## config.mk

```make
export PLATFORM = sky130hd
export DESIGN_NAME = sfc_st_rules
export DESIGN_NICKNAME = d
export VERILOG_FILES = /design/src/rtl/sfc_pkg.sv /design/src/rtl/sfc_st_rules.sv
export SDC_FILE = /design/constraint.sdc
export NUM_CORES = 1
export LEC_CHECK = 0
export ABC_AREA = 1
export BUFFER_PORTS_ARGS = -buffer_cell sky130_fd_sc_hd__clkbuf_2
export CAP_MARGIN = 40
export CORE_AREA = 2 2 39 41
export DETAILED_ROUTE_END_ITERATION = 16
export DIE_AREA = 0 0 41 43
export PLACE_DENSITY = 0.68
export SYNTH_ARGS = -nofsm -noshare
export SYNTH_HDL_FRONTEND = slang
export SYNTH_SLANG_ARGS = --single-unit
export TNS_END_PERCENT = 100
```

## constraint.sdc

```tcl
create_clock -name vclk -period 2.44
set_input_delay 0.488 -clock vclk [all_inputs]
set_output_delay 0.488 -clock vclk [all_outputs]
set_load 0.01 [all_outputs]
```

## src/rtl/sfc_pkg.sv

```systemverilog
package sfc_pkg;
    localparam int RULE_N = 12;
    localparam int CODE_W = $clog2(RULE_N);

    localparam int R_START_RSVD  = 0;
    localparam int R_START_PTR   = 1;
    localparam int R_END_RSVD    = 2;
    localparam int R_END_ORDER   = 3;
    localparam int R_KEEP        = 4;
    localparam int R_START_OPEN  = 5;
    localparam int R_END_CLOSED  = 6;
    localparam int R_NO_START    = 7;
    localparam int R_ABORT_FIRST = 8;
    localparam int R_ABORT_START = 9;
    localparam int R_HOLD        = 10;
    localparam int R_ABORT_DROP  = 11;

    typedef logic [RULE_N-1:0] rule_vec_t;

    typedef enum logic {FR_CLOSED = 1'b0, FR_OPEN = 1'b1} frame_st_t;
    typedef enum logic {HS_FREE = 1'b0, HS_STALLED = 1'b1} hs_st_t;
endpackage

```

## src/rtl/sfc_st_rules.sv

```systemverilog
module sfc_st_rules
    import sfc_pkg::*;
#(
    parameter int PTR_W = 4
) (
    input  frame_st_t        cur_st,
    input  logic [1:0]       start_code,
    input  logic [1:0]       start_ptr0,
    input  logic [1:0]       start_ptr1,
    input  logic [1:0]       end_code,
    input  logic [PTR_W-1:0] end_ptr0,
    input  logic [PTR_W-1:0] end_ptr1,
    input  logic             abort,
    output rule_vec_t        viol,
    output frame_st_t        nxt_st
);
    int n_start;
    int n_end;
    int balance;

    function automatic int code_count(input logic [1:0] c);
        unique case (c)
            2'b01:   return 1;
            2'b11:   return 2;
            default: return 0;
        endcase
    endfunction

    always_comb begin
        n_start = code_count(start_code);
        n_end   = code_count(end_code);
        balance = ((cur_st == FR_OPEN) ? 1 : 0) + n_start - n_end;
        viol    = '0;
        if (start_code == 2'b10) viol[R_START_RSVD] = 1'b1;
        if ((start_code[0] && (start_ptr0 != 2'b00) && (start_ptr0 != 2'b10)) ||
            ((start_code == 2'b11) && (start_ptr1 != 2'b10)))
            viol[R_START_PTR] = 1'b1;
        if (end_code == 2'b10) viol[R_END_RSVD] = 1'b1;
        if ((end_code == 2'b11) && (end_ptr1 <= end_ptr0)) viol[R_END_ORDER] = 1'b1;
        if (balance > 1) viol[R_START_OPEN] = 1'b1;
        if (balance < 0) viol[R_END_CLOSED] = 1'b1;
        if (abort && (cur_st == FR_CLOSED)) viol[R_ABORT_FIRST] = 1'b1;
        if (abort && (end_code != 2'b00) && (start_code != 2'b00)) viol[R_ABORT_START] = 1'b1;
        nxt_st = (balance >= 1) ? FR_OPEN : FR_CLOSED;
    end
endmodule

```

==> results of run 1 <==
## worst max-delay path, delay by kind of cell
| kind | cells | cell delay [ns] |
|---|---|---|
| and+or+nand+nor | 3 | 0.25 |
| adders and majority gates | 3 | 0.86 |
| AOI/OAI and AO/OA | 1 | 0.10 |
| buffers and inverters | 5 | 0.35 |
## layout by cell type (no fill, tap or decap)
cell type | Yosys | layout
a21oi_1 | 2 | 2
a21oi_2 | 1 | 1
buf_2 | 0 | 2
buf_4 | 4 | 10
buf_6 | 0 | 1
buf_8 | 0 | 1
clkbuf_2 | 0 | 21
clkinv_4 | 0 | 1
conb_1 | 1 | 4
fa_1 | 2 | 1
fa_2 | 0 | 1
ha_1 | 8 | 5
ha_4 | 0 | 3
inv_1 | 19 | 15
inv_2 | 2 | 4
inv_4 | 0 | 1
nand2_1 | 12 | 10
nand2_2 | 0 | 1
nand2_4 | 0 | 1
nand3_1 | 1 | 1
nand3_2 | 1 | 1
nor2_1 | 6 | 4
nor2_2 | 0 | 2
o21ai_1 | 3 | 2
o21ai_2 | 0 | 1
## final cells by class
| cell class | instances | area, um^2 | share of cell area |
|---|---|---|---|
| multi-input combinational | 40 | 330 | 0.506 |
| inverter | 21 | 86.3 | 0.132 |
| tap | 16 | 20.0 | 0.0307 |
| timing repair buffer | 35 | 216 | 0.331 |
## layer usage
metal  global-route usage  vias up
met5                    0        -
met4                    0        0
met3                    0        0
met2                0.197       17
met1                0.119      201
li1                     -      243
## worst max-delay path by stage
stage	endpoint	slack [ns]	depth (start not counted)
floorplan	nxt_st	0.06	11
global placement	nxt_st	-0.18	13
detailed placement	nxt_st	-0.22	13
CTS	nxt_st	-0.15	12
global route	nxt_st	-0.19	12
finish	nxt_st	-0.10	12
## through the flow
step                instances  setup TNS (ns)  worst slack (ns)  utilization  power (mW)
finish                    112          -0.188            -0.102        0.472       0.135
detailed placement        109          -0.438            -0.222        0.394       0.105
floorplan                  65               0            0.0644            -      0.0651
CTS                       110          -0.229            -0.148        0.422       0.119
global placement          109          -0.355            -0.183        0.394       0.102
global route              112          -0.358            -0.192        0.472       0.154
## timing repair
item                       4_1_cts  5_1_grt
gates resized for setup          9       17
setup buffers                    1        2
setup endpoints to repair        2        2
pin swaps                        4        6
## kinds of logic (layout without fill, tap and decap cells)
| group | count (synthesis) | after routing |
|---|---|---|
| buffers and inverters | 25 | 56 |
| AND/OR/NAND/NOR | 20 | 20 |
| adder cells (fa/ha/maj) | 10 | 10 |
| AO/OA/AOI/OAI | 6 | 6 |
| other | 1 | 4 |
## synthesized netlist by cell type (all sizes together)
cell type / count / area, um^2
o21ai: 3 / 15.0
nand2: 12 / 45.0
inv: 21 / 78.8
a21oi: 3 / 18.8
buf: 4 / 30.0
fa: 2 / 40.0
conb: 1 / 3.75
nand3: 2 / 15.0
ha: 8 / 100
nor2: 6 / 22.5
## power groups by stage
stage	combinational [mW]	clock (mW)	sequential [mW]
2_1_floorplan	0.0651	0	0
3_3_place_gp	0.102	0	0
3_5_place_dp	0.105	0	0
4_1_cts	0.119	0	0
5_1_grt	0.154	0	0
6_report	0.135	0	0
==> impl_metrics.json, run 1 <==
{
  "critPathCaptureType": "primary output",
  "failed_checks": "setup timing",
  "postRouteWirelength_um": 865,
  "design.portCount": 31,
  "grt_setup_unrepaired": "true",
  "required_ns": 1.95,
  "synth_top_family_by_area": "adder cells",
  "final_max_slew_viol_count": 0,
  "route.antenna.remaining_nets": 0,
  "firstDrtPassIters": 1,
  "hold_path.class": "in2out",
  "yosys.area_share.adder": 0.380,
  "number_of_unique_standard_cell_types_used_by_synthesis": 13,
  "initial_utilization": 0.267,
  "vias_in_the_first_global_route": 382,
  "setup_violations": 2,
  "vias": 461,
  "hold_ws_ns": 1.25,
  "layout_setup_ws_ns": -0.102,
  "vdd_ir_drop_max_v": 0.0000844,
  "yosys_warnings": 0,
  "grt_overflow_total": 0,
  "met3_length_um": 60,
  "dr.max_layer_used": "met3",
  "register_area_um2": 0,
  "startpoint_type": "input pin",
  "critical_path.slowest_cell": "fa_2",
  "diodes": 0,
  "routed_via_density": 4.12,
  "layout.cell_area.non_filler_um2": 653,
  "fp.coreArea_um2": 1380,
  "synth_cells": 62,
  "detail_route.wirelength.met1_um": 300,
  "internal_power_mw": 0.0672,
  "synth_simple_gate_area_share": 0.224,
  "wl_met2_um": 504,
  "grt_antenna_before_repair": 0,
  "p_seq_frac": 0,
  "compound_cell_area_share_of_the_yosys_netlist": 0.0915,
  "muxShareOfSynthArea": 0,
  "max_freq_mhz": 393,
  "power_density_nw_per_um2": 206,
  "critical_path_class": "in2out",
  "flow.area_growth_from_synthesis_pct": 76.9,
  "timing.critical_path.mode_cell": "ha_4",
  "area_of_the_die_um2": 1760,
  "holdPathEnd": "viol[8]",
  "largest_net_degree_at_the_start_of_global_routing": 6,
  "final_nets": 126,
  "rows": 14,
  "startpoint_of_the_worst_hold_path": "cur_st",
  "holdPathStages": 3,
  "combinationalPowerShare": 1.000,
  "share_clk_of_total_power": 0,
  "grt.total_usage": 0.100,
  "nClkBuffers": 0,
  "drive_gt1_frac": 0.542,
  "wl_per_cell_um": 7.72,
  "synth_xor_area_frac": 0,
  "synth.avg_cell_area_um2": 5.95,
  "cts_hold_repair.buffers": 0,
  "grt_pass1_wl_um": 1330,
  "die_height_um": 43,
  "final_hold_viol_count": 0,
  "port_buffers": 26,
  "max_cap_violations": 0,
  "seq_cell_count": 0,
  "critical_path_arrival_ns": 2.05,
  "finalWorstPathRequiredPeriod_ns": 2.54,
  "dp.final_hpwl_um": 717,
  "critPathLaunch": "start_code[1]",
  "layout.filler_cells": 146,
  "gp_congestion": 0.638,
  "drtIter0Drc": 0,
  "switchingPower_mw": 0.0675,
  "route.detailed.drc": 0,
  "leakage_nw": 0.409,
  "placedInstanceArea_um2": 546,
  "maximum_cell_stage_delay_along_the_critical_path_ns": 0.45,
  "p_sw_frac": 0.501,
  "synth.yosys.seq_area_share": 0,
  "fin_crit_sh": 1.04,
  "cp_cell_sequence": "buf_8 > clkinv_4 > nand2_4 > ha_4 > inv_4 > ha_4 > fa_2 > nor2_2 > nand2_2 > o21ai_2 > inv_1 > buf_2",
  "die-width_um": 41,
  "post_synth_instance_area_um2": 369,
  "timing.critical_path.fanout_max": 3,
  "status": "complete, but fails checks"
}
Power figures use the tool's default switching activity.
==> run 2: changes to the inputs <==
--- a/config.mk
+++ b/config.mk
@@ -11,7 +11,7 @@
 export CORE_AREA = 2 2 39 41
 export DETAILED_ROUTE_END_ITERATION = 16
 export DIE_AREA = 0 0 41 43
-export PLACE_DENSITY = 0.68
+export PLACE_DENSITY = 0.64
 export SYNTH_ARGS = -nofsm -noshare
 export SYNTH_HDL_FRONTEND = slang
 export SYNTH_SLANG_ARGS = --single-unit
==> constraint.sdc (replaced) <==
create_clock -name vclk -period 2.3
set_input_delay 0.46 -clock vclk [all_inputs]
set_output_delay 0.46 -clock vclk [all_outputs]
set_load 0.01 [all_outputs]
==> run 2 against run 1 <==
- the run still ends with setup timing left
- critical path depth is 1 higher
- worst hold slack worse by 0.071 ns
- utilization is 4.5 points higher
- sequential share of layout area stayed put
- clock-buffer cell count stayed put
- power is 17% higher
- global-route usage is 2.2 points higher
- critical path type unchanged
- largest power group unchanged
- highest routed layer unchanged
==> impl_metrics.json, run 2 (synthesis gave the netlist of run 1 again) <==
{
  "status": "complete, but fails checks",
  "failed_checks": "setup timing",
  "cts_hold_repair.buffers": 0,
  "final_hold_viol_count": 0,
  "grt_setup_unrepaired": "true",
  "fin_tns_setup_ns": -0.308,
  "vias": 469,
  "initial_utilization": 0.267,
  "grt_pass1_wl_um": 1600,
  "register_area_um2": 0,
  "die-width_um": 41,
  "die_height_um": 43,
  "grt_antenna_before_repair": 0,
  "gp_congestion": 0.730,
  "max_cap_violations": 0,
  "final_nets": 130,
  "hold_ws_ns": 1.18,
  "drtIter0Drc": 2,
  "drive_gt1_frac": 0.610,
  "dp.final_hpwl_um": 733,
  "area_of_the_die_um2": 1760,
  "hold_path.class": "in2out",
  "critical_path_arrival_ns": 2.00,
  "maximum_cell_stage_delay_along_the_critical_path_ns": 0.33,
  "flow.area_growth_from_synthesis_pct": 93.9,
  "fin_crit_sh": 1.07,
  "seq_cell_count": 0,
  "timing.critical_path.mode_cell": "ha_4",
  "port_buffers": 26,
  "largest_net_degree_at_the_start_of_global_routing": 4,
  "firstDrtPassIters": 4,
  "multi_input_area_um2": 358,
  "critical_path.slowest_cell": "fa_2",
  "dpl_worst_slack_ns": -0.284,
  "wl_per_cell_um": 8.30,
  "leakage_nw": 0.431,
  "layout.filler_cells": 135,
  "routed_via_density": 4.04,
  "required_ns": 1.84,
  "cp_cell_sequence": "buf_6 > inv_4 > nor2_4 > ha_4 > inv_4 > ha_4 > fa_2 > inv_2 > ha_4 > nand2_2 > nand2_1 > inv_1 > buf_2",
  "timing.critical_path.fanout_max": 3,
  "vdd_ir_drop_max_v": 0.0000925,
  "diodes": 0,
  "rows": 14,
  "grt_overflow_total": 0,
  "route.antenna.remaining_nets": 0,
  "setup_violations": 2,
  "route.detailed.drc": 0,
  "layout.cells.most_common_list": "20 x clkbuf_2, 15 x buf_4, 14 x inv_1",
  "max_freq_mhz": 407,
  "final_max_slew_viol_count": 0,
  "grt.total_usage": 0.122,
  "power_density_nw_per_um2": 220,
  "nClkBuffers": 0,
  "design.portCount": 31,
  "critical_path_class": "in2out",
  "final_core_utilization": 0.517,
  "layout_setup_ws_ns": -0.158,
  "critPathCaptureType": "primary output",
  "postRouteWirelength_um": 963,
  "commonest_non_fill_non_tap_cell_in_the_layout": "clkbuf_2",
  "fp.coreArea_um2": 1380,
  "startpoint_type": "input pin",
  "vias_in_the_first_global_route": 449,
  "finalWorstPathRequiredPeriod_ns": 2.46
}
==> run 2: final timing paths <==
kind | startpoint | end | slack (ns) | cells past startpoint
worst max-delay path | end_code[0] | viol[5] | -0.16 | 13
worst min-delay path | end_code[0] | viol[2] | 1.18 | 3
==> run 2: power by group <==
group | switching [mW] | total [mW] | internal (mW)
sequential | 0 | 0 | 0
clock | 0 | 0 | 0
combinational | 0.0776 | 0.158 | 0.0800
total | 0.0776 | 0.158 | 0.0800
==> run 2: layout make-up <==
cell class	instances	area share
multi-input cells	40	0.500
well taps	16	0.0280
repair buffers	39	0.348
inverters	21	0.124
==> run 2: metrics by stage <==
step	instance area (um^2)	power, mW	cells
6_report	716	0.158	116
5_1_grt	716	0.177	116
4_1_cts	649	0.140	114
3_5_place_dp	563	0.115	111
3_3_place_gp	563	0.112	111
2_1_floorplan	383	0.0694	65
==> run 2: metal layers <==
metal / share of wire / global-route usage
met1: 0.35 / 0.135
met2: 0.60 / 0.247
met3: 0.050 / 0.00524
met4: 0 / 0
met5: 0 / 0
==> run 2: timing repair <==
item | CTS | global route
buffers inserted | 3 | 2
setup endpoints to repair | 2 | 3
gates resized for setup | 15 | 19
endpoints found under the hold margin | 0 | 0
pin swaps | 7 | 8
==> run 2: worst max-delay path: cells and delay by family <==
kind	cells	cell delay, ns
adder cells (fa/ha/maj)	4	0.93
AND/OR/NAND/NOR	3	0.18
buffers and inverters	6	0.43
==> run 3: changes to the inputs <==
--- a/config.mk
+++ b/config.mk
@@ -11,6 +11,7 @@
 export CORE_AREA = 2 2 39 41
 export DETAILED_ROUTE_END_ITERATION = 16
 export DIE_AREA = 0 0 41 43
+export MAX_ROUTING_LAYER = met4
 export PLACE_DENSITY = 0.64
 export SYNTH_ARGS = -nofsm -noshare
 export SYNTH_HDL_FRONTEND = slang
==> run 3 against run 2 <==
- the run still ends with setup timing left
- cell count unchanged
- worst hold slack unchanged
- maximum frequency about the same
- global-route usage up 0.30 points
- largest power group unchanged
- highest routed layer unchanged
==> impl_metrics.json, run 3 (synthesis gave the netlist of run 1 again) <==
{
  "final_max_slew_viol_count": 0,
  "critical_path_arrival_ns": 2.00,
  "maximum_cell_stage_delay_along_the_critical_path_ns": 0.33,
  "hold_ws_ns": 1.18,
  "grt_pass1_wl_um": 1600,
  "worst_path_dominant_cell_family": "adder cells",
  "postRouteWirelength_um": 961,
  "grt_setup_unrepaired": "true",
  "wl_per_cell_um": 8.28,
  "hold_path.class": "in2out",
  "final_core_utilization": 0.517,
  "fin_crit_sh": 1.07,
  "timing.critical_path.mode_cell": "ha_4",
  "rows": 14,
  "grt_antenna_before_repair": 0,
  "die-width_um": 41,
  "grt_overflow_total": 0,
  "holdPathStages": 3,
  "holdPathEnd": "viol[2]",
  "finalNonFillerCells": 116,
  "nClkBuffers": 0,
  "p_sw_frac": 0.493,
  "dp.final_hpwl_um": 733,
  "startpoint_type": "input pin",
  "drive_gt1_frac": 0.610,
  "startpoint_of_the_worst_hold_path": "end_code[0]",
  "flow.area_growth_from_synthesis_pct": 93.9,
  "drtIter0Drc": 2,
  "critical_path_buf_inv_count": 6,
  "vdd_ir_drop_max_v": 0.0000924,
  "leakage_nw": 0.431,
  "critical_path.slowest_cell": "fa_2",
  "failed_checks": "setup timing",
  "timing.critical_path.fanout_max": 3,
  "switchingPower_mw": 0.0776,
  "diodes": 0,
  "max_cap_violations": 0,
  "placedInstanceArea_um2": 563,
  "firstDrtPassIters": 4,
  "max_freq_mhz": 407,
  "grt.total_usage": 0.126,
  "required_ns": 1.84,
  "initial_utilization": 0.267,
  "finalWorstPathRequiredPeriod_ns": 2.46,
  "vias": 469,
  "final_hold_viol_count": 0,
  "layout.cells.most_common_list": "20 x clkbuf_2, 15 x buf_4, 14 x inv_1",
  "seq_cell_count": 0,
  "routed_via_density": 4.04,
  "dpl.cell_count": 111,
  "layout_setup_ws_ns": -0.158,
  "area_of_the_die_um2": 1760,
  "combinationalPowerShare": 1.000,
  "cp_cell_sequence": "buf_6 > inv_4 > nor2_4 > ha_4 > inv_4 > ha_4 > fa_2 > inv_2 > ha_4 > nand2_2 > nand2_1 > inv_1 > buf_2",
  "internal_power_mw": 0.0800,
  "vias_in_the_first_global_route": 449,
  "commonest_non_fill_non_tap_cell_in_the_layout": "clkbuf_2",
  "share_clk_of_total_power": 0,
  "port_buffers": 26,
  "power_mw": 0.158,
  "critPathCaptureType": "primary output",
  "status": "complete, but fails checks",
  "route.antenna.remaining_nets": 0,
  "gp_congestion": 0.739,
  "route.detailed.drc": 0,
  "design.portCount": 31,
  "p_seq_frac": 0,
  "power_density_nw_per_um2": 220,
  "fp.coreArea_um2": 1380,
  "die_height_um": 43,
  "final_nets": 130,
  "setup_violations": 2,
  "layout.cell_area.non_filler_um2": 716,
  "largest_net_degree_at_the_start_of_global_routing": 4,
  "critical_path_class": "in2out",
  "register_area_um2": 0
}
==> run 3: final cells by class <==
cell class	instances	area, um^2
multi-input cells	40	358
inverters	21	88.8
well taps	16	20.0
repair buffers	39	249
fillers	135	668
==> run 3: what timing repair did <==
item	4_1_cts	5_1_grt
hold buffers	0	0
pin swaps	7	8
hold endpoints to repair	0	0
setup buffers	3	2
endpoints found under the setup margin	2	3
resized for setup	15	19
==> run 3: how the worst max path moves through the flow <==
stage	start	to	slack, ns	cells past startpoint
after detailed placement	start_code[1]	nxt_st	-0.28	13
after global placement	start_code[1]	nxt_st	-0.25	13
after global routing	end_code[0]	nxt_st	-0.21	12
after CTS	start_code[1]	nxt_st	-0.21	13
final	end_code[0]	viol[5]	-0.16	13
after floorplan	start_code[1]	nxt_st	0.004	11
==> run 3: tightest hold or removal path, cell delays in order <==
cell and delay [ns]:
buf_6 0.09, nor2_1 0.05, clkbuf_2 0.12
==> run 3: through the flow <==
step | setup WS [ns] | setup TNS, ns
floorplan | 0.00436 | 0
global placement | -0.253 | -0.496
detailed placement | -0.284 | -0.563
CTS | -0.210 | -0.398
global route | -0.213 | -0.429
finish | -0.158 | -0.307
==> run 3: power groups by stage <==
stage / combinational (mW) / sequential, mW / clock, mW
2_1_floorplan: 0.0694 / 0 / 0
3_3_place_gp: 0.112 / 0 / 0
5_1_grt: 0.177 / 0 / 0
6_report: 0.158 / 0 / 0
3_5_place_dp: 0.115 / 0 / 0
4_1_cts: 0.140 / 0 / 0
==> run 3: routing by layer <==
metal / vias to the layer above / part of all wire / track usage
li1: 248 / - / -
met1: 208 / 0.36 / 0.138
met2: 13 / 0.60 / 0.247
met3: 0 / 0.043 / 0
met4: 0 / 0 / 0
met5: - / 0 / -
